**config.mk**
```make
export PLATFORM = sky130hd
export DESIGN_NAME = embsync_decoder
export DESIGN_NICKNAME = d
export VERILOG_FILES = /design/src/rtl/esc_pkg.sv /design/src/rtl/esc_prefix_hunter.sv /design/src/rtl/esc_frame_tracker.sv /design/src/rtl/esc_pin_sync.sv /design/src/rtl/embsync_decoder.sv
export SDC_FILE = /design/constraint.sdc
export NUM_CORES = 1
export LEC_CHECK = 0
export ABC_AREA = 0
export BUFFER_PORTS_ARGS = -buffer_cell sky130_fd_sc_hd__buf_2
export CORE_ASPECT_RATIO = 1.75
export CORE_MARGIN = 3
export CORE_UTILIZATION = 52
export DETAILED_ROUTE_END_ITERATION = 10
export PLACE_DENSITY_LB_ADDON = 0.3
export SYNTH_ARGS = -nofsm -noshare
export SYNTH_HDL_FRONTEND = slang
export SYNTH_SLANG_ARGS = --single-unit
export TNS_END_PERCENT = 100
```
**constraint.sdc**
```tcl
create_clock -name clk -period 2.55 [get_ports clk]
set_input_delay 0.255 -clock clk [delete_from_list [all_inputs] [get_ports clk]]
set_output_delay 0.255 -clock clk [all_outputs]
set_load 0.01 [all_outputs]
```
**src/rtl/esc_pkg.sv**
```systemverilog
package esc_pkg;

    // prefix hunter states
    typedef enum logic [1:0] {
        HUNT = 2'd0,
        ESC1 = 2'd1,
        ESC2 = 2'd2,
        ESC3 = 2'd3
    } hunt_state_t;

    // frame tracker states
    typedef enum logic [1:0] {
        OUTSIDE = 2'd0,
        BETWEEN = 2'd1,
        INLINE  = 2'd2
    } track_state_t;

    // one classified event per strobed byte
    typedef enum logic [2:0] {
        EV_NONE    = 3'd0,
        EV_DATA    = 3'd1,
        EV_FS      = 3'd2,
        EV_LS      = 3'd3,
        EV_LE      = 3'd4,
        EV_FE      = 3'd5,
        EV_BADCODE = 3'd6,
        EV_BADPFX  = 3'd7
    } event_t;

    typedef struct packed {
        logic frame_on;
        logic line_on;
        logic data_on;
        logic sof;
        logic sol;
        logic eol;
        logic eof;
    } timing_t;

endpackage

```
**src/rtl/esc_prefix_hunter.sv**
```systemverilog
module esc_prefix_hunter
    import esc_pkg::*;
#(
    parameter int DATA_W = 8
) (
    input  logic              clk,
    input  logic              rst_n,
    input  logic              enable,
    input  logic              stb,
    input  logic [DATA_W-1:0] byte_in,
    input  logic [DATA_W-1:0] c_fs,
    input  logic [DATA_W-1:0] c_ls,
    input  logic [DATA_W-1:0] c_le,
    input  logic [DATA_W-1:0] c_fe,
    output event_t            ev
);

    localparam logic [DATA_W-1:0] ESC_HI = {DATA_W{1'b1}};
    localparam logic [DATA_W-1:0] ESC_LO = {DATA_W{1'b0}};

    hunt_state_t st, nxt;
    logic        take;

    assign take = stb & enable;

    // fixed match priority: open frame, open line, close line, close frame
    function automatic event_t classify(input logic [DATA_W-1:0] b,
                                        input logic [DATA_W-1:0] fs,
                                        input logic [DATA_W-1:0] ls,
                                        input logic [DATA_W-1:0] le,
                                        input logic [DATA_W-1:0] fe);
        if (b == fs)      return EV_FS;
        else if (b == ls) return EV_LS;
        else if (b == le) return EV_LE;
        else if (b == fe) return EV_FE;
        else              return EV_BADCODE;
    endfunction

    always_ff @(posedge clk or negedge rst_n) begin
        if (!rst_n)       st <= HUNT;
        else if (!enable) st <= HUNT;
        else              st <= nxt;
    end

    always_comb begin
        nxt = st;
        ev  = EV_NONE;
        if (take) begin
            unique case (st)
                HUNT: begin
                    if (byte_in == ESC_HI) nxt = ESC1;
                    else                   ev  = EV_DATA;
                end
                ESC1: begin
                    if (byte_in == ESC_LO) nxt = ESC2;
                    else begin
                        nxt = HUNT;
                        ev  = EV_BADPFX;
                    end
                end
                ESC2: begin
                    if (byte_in == ESC_LO) nxt = ESC3;
                    else begin
                        nxt = HUNT;
                        ev  = EV_BADPFX;
                    end
                end
                ESC3: begin
                    nxt = HUNT;
                    ev  = classify(byte_in, c_fs, c_ls, c_le, c_fe);
                end
            endcase
        end
    end

    // after a code byte or a broken prefix the hunter is back at HUNT
    a_r7_back_to_hunt: assert property (@(posedge clk) disable iff (!rst_n)
        (take && (st == ESC3)) |=> (st == HUNT));
    a_r8_broken_prefix_restarts: assert property (@(posedge clk) disable iff (!rst_n)
        (take && (st == ESC1) && (byte_in != ESC_LO)) |=> (st == HUNT));

endmodule

```
**src/rtl/esc_frame_tracker.sv**
```systemverilog
module esc_frame_tracker
    import esc_pkg::*;
#(
    parameter int DATA_W = 8
) (
    input  logic              clk,
    input  logic              rst_n,
    input  logic              enable,
    input  event_t            ev,
    input  logic [DATA_W-1:0] byte_in,
    input  logic              err_clear,
    output timing_t           tim,
    output logic [DATA_W-1:0] data_q,
    output logic              err_q
);

    track_state_t st, nxt;
    logic go_sof, go_sol, go_eol, go_eof, fwd, viol;
    logic sof_q, sol_q, eol_q, eof_q, dv_q;

    // state register
    always_ff @(posedge clk or negedge rst_n) begin
        if (!rst_n)       st <= OUTSIDE;
        else if (!enable) st <= OUTSIDE;
        else              st <= nxt;
    end

    // transitions
    always_comb begin
        nxt    = st;
        go_sof = 1'b0;
        go_sol = 1'b0;
        go_eol = 1'b0;
        go_eof = 1'b0;
        fwd    = 1'b0;
        viol   = 1'b0;
        unique case (ev)
            EV_NONE: ;
            EV_DATA: fwd = (st == INLINE);
            EV_FS: begin
                if (st == OUTSIDE) begin nxt = BETWEEN; go_sof = 1'b1; end
                else viol = 1'b1;
            end
            EV_LS: begin
                if (st == BETWEEN) begin nxt = INLINE; go_sol = 1'b1; end
                else viol = 1'b1;
            end
            EV_LE: begin
                if (st == INLINE) begin nxt = BETWEEN; go_eol = 1'b1; end
                else viol = 1'b1;
            end
            EV_FE: begin
                if (st == BETWEEN) begin nxt = OUTSIDE; go_eof = 1'b1; end
                else viol = 1'b1;
            end
            EV_BADCODE, EV_BADPFX: viol = 1'b1;
        endcase
    end

    // outputs
    always_ff @(posedge clk or negedge rst_n) begin
        if (!rst_n) begin
            sof_q  <= 1'b0;
            sol_q  <= 1'b0;
            eol_q  <= 1'b0;
            eof_q  <= 1'b0;
            dv_q   <= 1'b0;
            data_q <= '0;
            err_q  <= 1'b0;
        end else begin
            sof_q <= enable & go_sof;
            sol_q <= enable & go_sol;
            eol_q <= enable & go_eol;
            eof_q <= enable & go_eof;
            dv_q  <= enable & fwd;
            if (enable && fwd) data_q <= byte_in;
            if (enable && viol)  err_q <= 1'b1;
            else if (err_clear)  err_q <= 1'b0;
        end
    end

    assign tim.frame_on = (st != OUTSIDE);
    assign tim.line_on  = (st == INLINE);
    assign tim.data_on  = dv_q;
    assign tim.sof      = sof_q;
    assign tim.sol      = sol_q;
    assign tim.eol      = eol_q;
    assign tim.eof      = eof_q;

    a_r3_line_inside_frame: assert property (@(posedge clk) disable iff (!rst_n)
        tim.line_on |-> tim.frame_on);
    a_r2_sof_opens_frame: assert property (@(posedge clk) disable iff (!rst_n)
        tim.sof |-> (tim.frame_on && !tim.line_on));
    a_r3_eol_keeps_frame: assert property (@(posedge clk) disable iff (!rst_n)
        tim.eol |-> (tim.frame_on && !tim.line_on));
    a_r4_eof_closes_frame: assert property (@(posedge clk) disable iff (!rst_n)
        tim.eof |-> !tim.frame_on);
    a_r5_data_only_in_line: assert property (@(posedge clk) disable iff (!rst_n)
        tim.data_on |-> tim.line_on);
    a_r9_err_sticky: assert property (@(posedge clk) disable iff (!rst_n)
        (err_q && !err_clear) |=> err_q);
    a_r6_one_pulse: assert property (@(posedge clk) disable iff (!rst_n)
        $onehot0({tim.sof, tim.sol, tim.eol, tim.eof}));

endmodule

```
**src/rtl/esc_pin_sync.sv**
```systemverilog
module esc_pin_sync
    import esc_pkg::*;
#(
    parameter int DATA_W = 8
) (
    input  logic              clk,
    input  logic              rst_n,
    input  logic              enable,
    input  logic              stb,
    input  logic [DATA_W-1:0] byte_in,
    input  logic              frame_lvl,
    input  logic              line_lvl,
    output timing_t           tim,
    output logic [DATA_W-1:0] data_q
);

    logic f_q, l_q, sof_q, sol_q, eol_q, eof_q, dv_q;
    logic take, l_new;

    assign take  = stb & enable;
    assign l_new = frame_lvl & line_lvl;

    always_ff @(posedge clk or negedge rst_n) begin
        if (!rst_n) begin
            f_q <= 1'b0; l_q <= 1'b0;
            sof_q <= 1'b0; sol_q <= 1'b0; eol_q <= 1'b0; eof_q <= 1'b0;
            dv_q <= 1'b0; data_q <= '0;
        end else if (!enable) begin
            f_q <= 1'b0; l_q <= 1'b0;
            sof_q <= 1'b0; sol_q <= 1'b0; eol_q <= 1'b0; eof_q <= 1'b0;
            dv_q <= 1'b0;
        end else begin
            sof_q <= take &  frame_lvl & ~f_q;
            eof_q <= take & ~frame_lvl &  f_q;
            sol_q <= take &  l_new & ~l_q;
            eol_q <= take & ~l_new &  l_q;
            dv_q  <= take &  l_new;
            if (take) begin
                f_q <= frame_lvl;
                l_q <= l_new;
                if (l_new) data_q <= byte_in;
            end
        end
    end

    assign tim.frame_on = f_q;
    assign tim.line_on  = l_q;
    assign tim.data_on  = dv_q;
    assign tim.sof      = sof_q;
    assign tim.sol      = sol_q;
    assign tim.eol      = eol_q;
    assign tim.eof      = eof_q;

    a_r11_pin_line_in_frame: assert property (@(posedge clk) disable iff (!rst_n)
        l_q |-> f_q);
    a_r11_pin_sof_edge: assert property (@(posedge clk) disable iff (!rst_n)
        sof_q |-> (f_q && !$past(f_q)));

endmodule

```
**src/rtl/embsync_decoder.sv**
```systemverilog
module embsync_decoder
    import esc_pkg::*;
#(
    parameter int DATA_W = 8
) (
    input  logic              clk,
    input  logic              rst_n,
    input  logic              embedded_mode,
    input  logic              pix_stb,
    input  logic [DATA_W-1:0] pix_byte,
    input  logic              hw_frame,
    input  logic              hw_line,
    input  logic [DATA_W-1:0] code_open_frame,
    input  logic [DATA_W-1:0] code_open_line,
    input  logic [DATA_W-1:0] code_close_line,
    input  logic [DATA_W-1:0] code_close_frame,
    input  logic              err_clear,
    output logic              frame_valid,
    output logic              line_valid,
    output logic              data_valid,
    output logic [DATA_W-1:0] data_out,
    output logic              frame_start,
    output logic              line_start,
    output logic              line_end,
    output logic              frame_end,
    output logic              sync_err
);

    event_t            ev;
    timing_t           tim_emb, tim_pin, tim_sel;
    logic [DATA_W-1:0] data_emb, data_pin;

    esc_prefix_hunter #(.DATA_W(DATA_W)) u_hunter (
        .clk     (clk),
        .rst_n   (rst_n),
        .enable  (embedded_mode),
        .stb     (pix_stb),
        .byte_in (pix_byte),
        .c_fs    (code_open_frame),
        .c_ls    (code_open_line),
        .c_le    (code_close_line),
        .c_fe    (code_close_frame),
        .ev      (ev)
    );

    esc_frame_tracker #(.DATA_W(DATA_W)) u_tracker (
        .clk       (clk),
        .rst_n     (rst_n),
        .enable    (embedded_mode),
        .ev        (ev),
        .byte_in   (pix_byte),
        .err_clear (err_clear),
        .tim       (tim_emb),
        .data_q    (data_emb),
        .err_q     (sync_err)
    );

    esc_pin_sync #(.DATA_W(DATA_W)) u_pins (
        .clk       (clk),
        .rst_n     (rst_n),
        .enable    (!embedded_mode),
        .stb       (pix_stb),
        .byte_in   (pix_byte),
        .frame_lvl (hw_frame),
        .line_lvl  (hw_line),
        .tim       (tim_pin),
        .data_q    (data_pin)
    );

    assign tim_sel     = embedded_mode ? tim_emb  : tim_pin;
    assign data_out    = embedded_mode ? data_emb : data_pin;
    assign frame_valid = tim_sel.frame_on;
    assign line_valid  = tim_sel.line_on;
    assign data_valid  = tim_sel.data_on;
    assign frame_start = tim_sel.sof;
    assign line_start  = tim_sel.sol;
    assign line_end    = tim_sel.eol;
    assign frame_end   = tim_sel.eof;

    a_r13_no_strobe_no_event: assert property (@(posedge clk) disable iff (!rst_n)
        (!pix_stb && $stable(embedded_mode)) |=>
            !(data_valid || frame_start || line_start || line_end || frame_end));
    a_r11_pin_mode_no_error: assert property (@(posedge clk) disable iff (!rst_n)
        (!embedded_mode && !sync_err) |=> !sync_err);

endmodule

```
==> results.md, run 1 <==
- Critical path endpoint category: register
- Worst skew pair latency: 280 ps
- Sw power: 0.3233 mW
- CP max stage cell: dfrtp_1
- Vias per inst: 5.622
- Most frequent cells in the layout: buf_2, nand2_1, dfrtp_1, xnor2_1, xor2_1
- Row cnt: 30
- Hold violation count in the final report: 0
- Result of the run: completed
- Final setup TNS: 0 ps
- Placeable Area: 3979 um^2
- Setup repair bufs after CTS: 0
- Starting density of the core: 55.88%
- Reg clk slew, reported paths: 70 ps
- Crit path DAT: 2480 ps
- Max Clk Rate: 432.1 MHz
- Async set-reset flop share out of synthesis: 100.0%
- Sequential cell area fraction in the yosys report: 37.14%
- Post-synth top flop: dfrtp_1
- Via count: 1844
- RSZ-0062 raised after global routing: false
- Maxcap violations: 0
- Power Total: 1.163 mW
- Hold WS: 23.64 ps
- Synthesized area: 2223 um^2
- Hold_buf cts: 0
- CP Max Fanout: 9
- Die H: 92.50 um
- EDFF count, synth: 0
- Synth Register Bits: 33
- Antenna violations before repair: 0
- Area grow syn2layout: 16.77%
- Worst-path cell chain: inv_1 -> ha_1 -> a21boi_2 -> nor2_1 -> a22oi_2 -> and2_2 -> nand3_4 -> mux2_4
- CTS resizes: 0
- VDD IR max: 332.3 uV
- Layout Skew: 5.052 ps
- Post-synth top area share: 37.14%
- Startpoint Class: register
- Yosys cell types: 45
- Most common cell after layout, fill and taps aside: buf_2
- PortBufs: 62
- Leak Pwr: 1.308 nW
- Post-Synthesis Cells: 223
- # clock sinks: 33
- Gr ovfl total: 0
- Combinational Power Share: 19.3%
- Largest net degree at the start of global routing: 34
- Iter 0 DRT Violations: 64
- Crit path required time: 2720 ps
- Longest Clk Path Bufs: 2
- Sequential power share: 48.5%
- Layout cells sized above 1: 36.43%
- Relative slew slack: 51.46%
- Synth area leader: dfrtp_1
- Ant diodes: 0
- Syn_nets: 275
- Die area: 5127 um^2
- Vias in the first global route: 1926
- GP Congestion: 0.8928
- First-pass GRT wire length: 8901 um
- Avg Cell Area, Syn: 9.970 um^2
- TritonCTS buffer count: 5
- Final Setup Violations: 0
- Yosys warning count: 0
- CTS tree: yes
- Power per Cell Area: 448.0 nW/um^2
- Period utilisation layout: 90.76%
- DRT Wirelength: 5157 um
- Cell internal pwr: 0.8398 mW
- Post-DRT Antenna Nets: 0
- Layout Nets: 331
- Area contributors post-synth: dfrtp_1, mux2_2, xnor2_1
- Slew Viols, Final: 0
- Die W: 55.43 um
- Global Route Usage Sum: 21.84%
- Worst slew pin tran: 728.1 ps
- Post-DP HPWL: 4031 um
- Min Tclk post-route: 2314 ps
- Critical Path Max Stage Delay: 390 ps
- CP Class: register to register
- Htree depth: 2
- Pre-antenna DRT Iters: 5
- IO Count: 63
- WL/cell: 15.72 um
- Clock Power Share: 32.3%
- # DRC: 0
- HP Class: primary input to asynchronous set/reset pin
- Clock root buffer: clkbuf_8
- Switching part of the total: 27.79%
power groups by stage:
stage                     sequential [mW]  combinational [mW]  clock, mW
after global placement              0.572               0.219          0
after floorplan                     0.570               0.148          0
final                               0.564               0.224      0.375
after detailed placement            0.574               0.225          0
after CTS                           0.564               0.227      0.383
after global routing                0.567               0.251      0.407
layout make-up:
type | count | area (um^2)
Clock buffer | 6 | 72.57
Clock inverter | 2 | 10.01
Fill cell | 371 | 1383
Inverter | 7 | 26.28
Multi-Input combinational cell | 168 | 1276
Sequential cell | 33 | 825.8
Tap cell | 48 | 60.06
Timing Repair Buffer | 64 | 325.3
path summary, 6_finish.rpt:
path	start	to	slack, ps	depth (start not counted)
hold / removal	rst_n	u_pins.data_q[2]	20	1
hold reg to reg	u_pins.l_q	u_pins.sol_q	430	1
max in group asynchronous	rst_n	u_pins.data_q[5]	2060	1
setup reg to reg	u_hunter.st[0]	u_tracker.data_q[4]	240	8
min in group clk	hw_frame	u_pins.eof_q	190	2
setup / recovery	u_hunter.st[0]	u_tracker.data_q[4]	240	8
critical path: cells and delay by family, from the launching register on:
kind	cells	cell delay [ps]
buf+inv	1	100
fa+ha+maj	1	280
mux	1	350
compound gates	2	500
flops	1	390
simple gates	3	560
state kept, by name (all words and copies together) (netlist names), 2 cells and up:
register          flops
u_tracker.data_q      8
u_tracker.st          2
u_hunter.st           2
u_pins.data_q         8
stage by stage:
| step | util (%) | worst slack [ps] | area, um^2 | instances |
|---|---|---|---|---|
| 4_1_cts | 65.13 | 54.36 | 2591 | 328 |
| 5_1_grt | 65.25 | 68.09 | 2596 | 328 |
| 2_1_floorplan | - | 419.6 | 2223 | 223 |
| 3_5_place_dp | 63.05 | 73.34 | 2509 | 320 |
| 3_3_place_gp | 63.05 | 139.7 | 2509 | 320 |
| 6_report | 65.25 | 235.5 | 2596 | 328 |
kinds of logic after synthesis:
family                   Yosys count  synth area share [%]
AO/OA/AOI/OAI                     28                 9.003
XOR/XNOR                          32                 12.61
adder cells (fa/ha/maj)            5                 2.814
buffers and inverters             22                 5.683
flip-flops                        33                 37.14
multiplexers                      22                 12.44
AND/OR/NAND/NOR                   81                 20.32
synthesized netlist by cell type (all sizes together), types with 2 or more instances:
master / instances
a211oi: 3
a21boi: 2
a21o: 2
a21oi: 5
and2: 3
and3: 3
and4: 2
buf: 10
clkbuf: 5
dfrtp: 33
ha: 5
inv: 6
mux2: 21
nand2: 36
nand4: 8
nor2: 13
nor3b: 2
nor4: 8
o21ai: 7
o31ai: 2
or2: 2
xnor2: 16
xor2: 16
metal layers:
metal,wire (um),global-route usage (%),vias up
li1,-,-,877
met3,255,3.208,9
met2,2919,40.71,69
met1,1870,23.64,889
met4,112,10.14,0
met5,0,0,-
Note: power is estimated with default switching activity, not from simulation.
==> run 2, diff against run 1 <==
--- a/config.mk
+++ b/config.mk
@@ -7,9 +7,11 @@
 export LEC_CHECK = 0
 export ABC_AREA = 0
 export BUFFER_PORTS_ARGS = -buffer_cell sky130_fd_sc_hd__buf_2
+export CELL_PAD_IN_SITES_DETAIL_PLACEMENT = 0
+export CELL_PAD_IN_SITES_GLOBAL_PLACEMENT = 1
 export CORE_ASPECT_RATIO = 1.75
 export CORE_MARGIN = 3
-export CORE_UTILIZATION = 52
+export CORE_UTILIZATION = 39
 export DETAILED_ROUTE_END_ITERATION = 10
 export PLACE_DENSITY_LB_ADDON = 0.3
 export SYNTH_ARGS = -nofsm -noshare
==> run 2 against run 1 <==
Clock power grew 3%. Clock-buffer cell count grew 1. Cell count up 8.2%. Non-clock buffer count increased by 2. Hold slack better by 2.3 ps. Global-route usage down 5.2 points. Core utilization shrank 16 points. Sequential cell count stayed put. Combinational power about the same. Cell area grew 1.9%. Fmax decreased by 0.24%. Worst setup slack got worse by 5.5 ps.
==> results.md, run 2 (synthesized netlist as in run 1, its figures left out) <==
- Result of the run: completed (unchanged)
- Largest registers: u_pins.data_q (8), u_tracker.data_q (8) (unchanged)
- Via count: 1775 (was 1844)
- Final instance area: 2646 um^2 (was 2596 um^2)
- Maxcap violations: 0 (unchanged)
- Slew Viols, Final: 0 (unchanged)
- Met1 Use GR: 18.59% (was 23.64%)
- Reg clk slew, reported paths: 60 ps (was 70 ps)
- Clock Power Share: 32.9% (was 32.3%)
- Setup repair bufs after CTS: 0 (unchanged)
- TritonCTS buffer count: 5 (unchanged)
- Layout fillers: 549 (was 371)
- GR Layer Usage met3: 2.132% (was 3.208%)
- Critical Path Max Stage Delay: 410 ps (was 390 ps)
- Layout cells sized above 1: 36.30% (was 36.43%)
- Max Clk Rate: 431.0 MHz (was 432.1 MHz)
- # clock sinks: 33 (unchanged)
- Worst R2R Setup Slack: 230 ps (was 240 ps)
- CP max stage cell: dfrtp_1 (unchanged)
- PortBufs: 62 (unchanged)
- GR met2 Demand/Resource: 31.14% (was 40.71%)
- RR Startpoint: u_hunter.st[1] (was u_hunter.st[0])
- VDD IR max: 167.5 uV (was 332.3 uV)
- Global Route Usage Sum: 16.63% (was 21.84%)
- Post-DP HPWL: 4111 um (was 4031 um)
- Worst-path cell chain: inv_1 -> ha_1 -> a21boi_2 -> nor2_1 -> a22oi_2 -> and2_1 -> nand3_4 -> mux2_4 (was inv_1 -> ha_1 -> a21boi_2 -> nor2_1 -> a22oi_2 -> and2_2 -> nand3_4 -> mux2_4)
- Power Total: 1.173 mW (was 1.163 mW)
- Placeable Area: 5386 um^2 (was 3979 um^2)
- Final Setup Violations: 0 (unchanged)
- Crit path DAT: 2480 ps (about the same)
- GP Congestion: 0.8042 (was 0.8928)
- Most common cell after layout, fill and taps aside: buf_2 (unchanged)
- First-pass GRT wire length: 8763 um (was 8901 um)
- CTS tree: yes (unchanged)
- Area grow syn2layout: 19.02% (was 16.77%)
- Pre-antenna DRT Iters: 4 (was 5)
- Most frequent cells in the layout: buf_2, nand2_1, dfrtp_1, xnor2_1, xor2_1 (unchanged)
- IO Count: 63 (unchanged)
- Worst slew pin tran: 717.8 ps (was 728.1 ps)
- Combinational Power Share: 19.1% (was 19.3%)
- Worst Setup SP: u_hunter.st[1] (was u_hunter.st[0])
- CP endpoint: u_tracker.data_q[4] (unchanged)
- R2R cell count: 8 (unchanged)
- Gr ovfl total: 0 (unchanged)
- Vias in the first global route: 1828 (was 1926)
- Sw power: 0.3068 mW (was 0.3233 mW)
- WL/cell: 14.49 um (was 15.72 um)
- Worst skew pair latency: 280 ps (about the same)
- Gr busiest metal: met2 (unchanged)
- Row cnt: 35 (was 30)
- Layout Skew: 5.056 ps (was 5.052 ps)
- Die H: 105.9 um (was 92.50 um)
- Power per Cell Area: 443.1 nW/um^2 (was 448.0 nW/um^2)
- RR Endpoint: u_tracker.data_q[4] (unchanged)
- CP Max Fanout: 9 (unchanged)
- Iter 0 DRT Violations: 52 (was 64)
- Min Tclk post-route: 2320 ps (was 2314 ps)
- Post-DRT Antenna Nets: 0 (unchanged)
- Startpoint Class: register (unchanged)
- Die W: 63.08 um (was 55.43 um)
- Crit path required time: 2710 ps (was 2720 ps)
- Largest net degree at the start of global routing: 34 (unchanged)
- Switching part of the total: 26.17% (was 27.79%)
- Longest Clk Path Bufs: 2 (unchanged)
- Antenna violations before repair: 0 (unchanged)
- DRT Wirelength: 5145 um (was 5157 um)
- Starting density of the core: 41.28% (was 55.88%)
- Sequential power share: 48.0% (was 48.5%)
- HP Class: primary input to asynchronous set/reset pin (unchanged)
- Final setup TNS: 0 ps (unchanged)
- Clock root buffer: clkbuf_8 (unchanged)
- Hold WS: 25.93 ps (was 23.64 ps)
- Htree depth: 2 (unchanged)
- RSZ-0062 raised after global routing: false (unchanged)
- Die area: 6679 um^2 (was 5127 um^2)
- Cell internal pwr: 0.8658 mW (was 0.8398 mW)
- # DRC: 0 (unchanged)
- Critical path endpoint category: register (unchanged)
- Relative slew slack: 52.15% (was 51.46%)
- Period utilisation layout: 90.98% (was 90.76%)
- Leak Pwr: 1.317 nW (was 1.308 nW)
- Hold violation count in the final report: 0 (unchanged)
- Cell Area, Placed: 2556 um^2 (was 2509 um^2)
- Layout Nets: 333 (was 331)
- Vias per inst: 5.000 (was 5.622)
- CP Class: register to register (unchanged)
- Ant diodes: 0 (unchanged)
run 2: metrics by stage:
stage | std cells | setup WS, ps | util (%)
floorplan | 223 | 419.6 | -
global placement | 348 | 181.0 | 47.46
detailed placement | 348 | 159.4 | 47.46
CTS | 355 | 134.5 | 49.06
global route | 355 | 56.16 | 49.13
finish | 355 | 230.1 | 49.13
run 2: worst min-delay path by stage:
| stage | endpoint | depth (start not counted) | slack [ps] | startpoint |
|---|---|---|---|---|
| final | u_pins.data_q[4] | 1 | 30 | rst_n |
| after global routing | u_pins.data_q[4] | 1 | 90 | rst_n |
| after CTS | u_pins.data_q[4] | 1 | 50 | rst_n |
| after detailed placement | u_pins.data_q[4] | 1 | 350 | rst_n |
| after global placement | u_pins.data_q[4] | 1 | 340 | rst_n |
| after floorplan | u_hunter.st[0] | 0 | -40 | rst_n |
run 2: routing by layer:
layer | vias to the layer above | wire length [um] | part of all wire, %
met5 | - | 0 | 0
met4 | 0 | 107 | 2.1
met3 | 9 | 212 | 4.1
met2 | 48 | 2825 | 55
met1 | 835 | 1999 | 39
li1 | 883 | - | -
run 2: area by class of cell:
| type | count | area [um^2] | area share, % |
|---|---|---|---|
| multi-input combinational | 168 | 1275 | 48.18 |
| sequential | 33 | 825.8 | 31.21 |
| timing repair buffer | 66 | 340.3 | 12.86 |
| tap | 74 | 92.59 | 3.499 |
| clock buffer | 7 | 86.33 | 3.262 |
| inverter | 7 | 26.28 | 0.9929 |
run 2: power groups by stage:
stage | Sequential, mW | Combinational, mW | Clock [mW]
4_1_cts | 0.563 | 0.229 | 0.395
3_3_place_gp | 0.572 | 0.225 | 0
3_5_place_dp | 0.573 | 0.228 | 0
5_1_grt | 0.566 | 0.250 | 0.412
2_1_floorplan | 0.570 | 0.148 | 0
6_report | 0.563 | 0.224 | 0.386
run 2: repair_timing:
item,CTS,global route
endpoints found under the setup margin,0,8
hold buffers,0,0
resized for setup,0,1
run 2: worst max-delay path, delay by kind of cell, from the launching register on:
family | cells | cell delay (ps)
compound gates | 2 | 470
simple gates | 3 | 600
flops | 1 | 410
buf+inv | 1 | 100
fa+ha+maj | 1 | 270
mux | 1 | 340
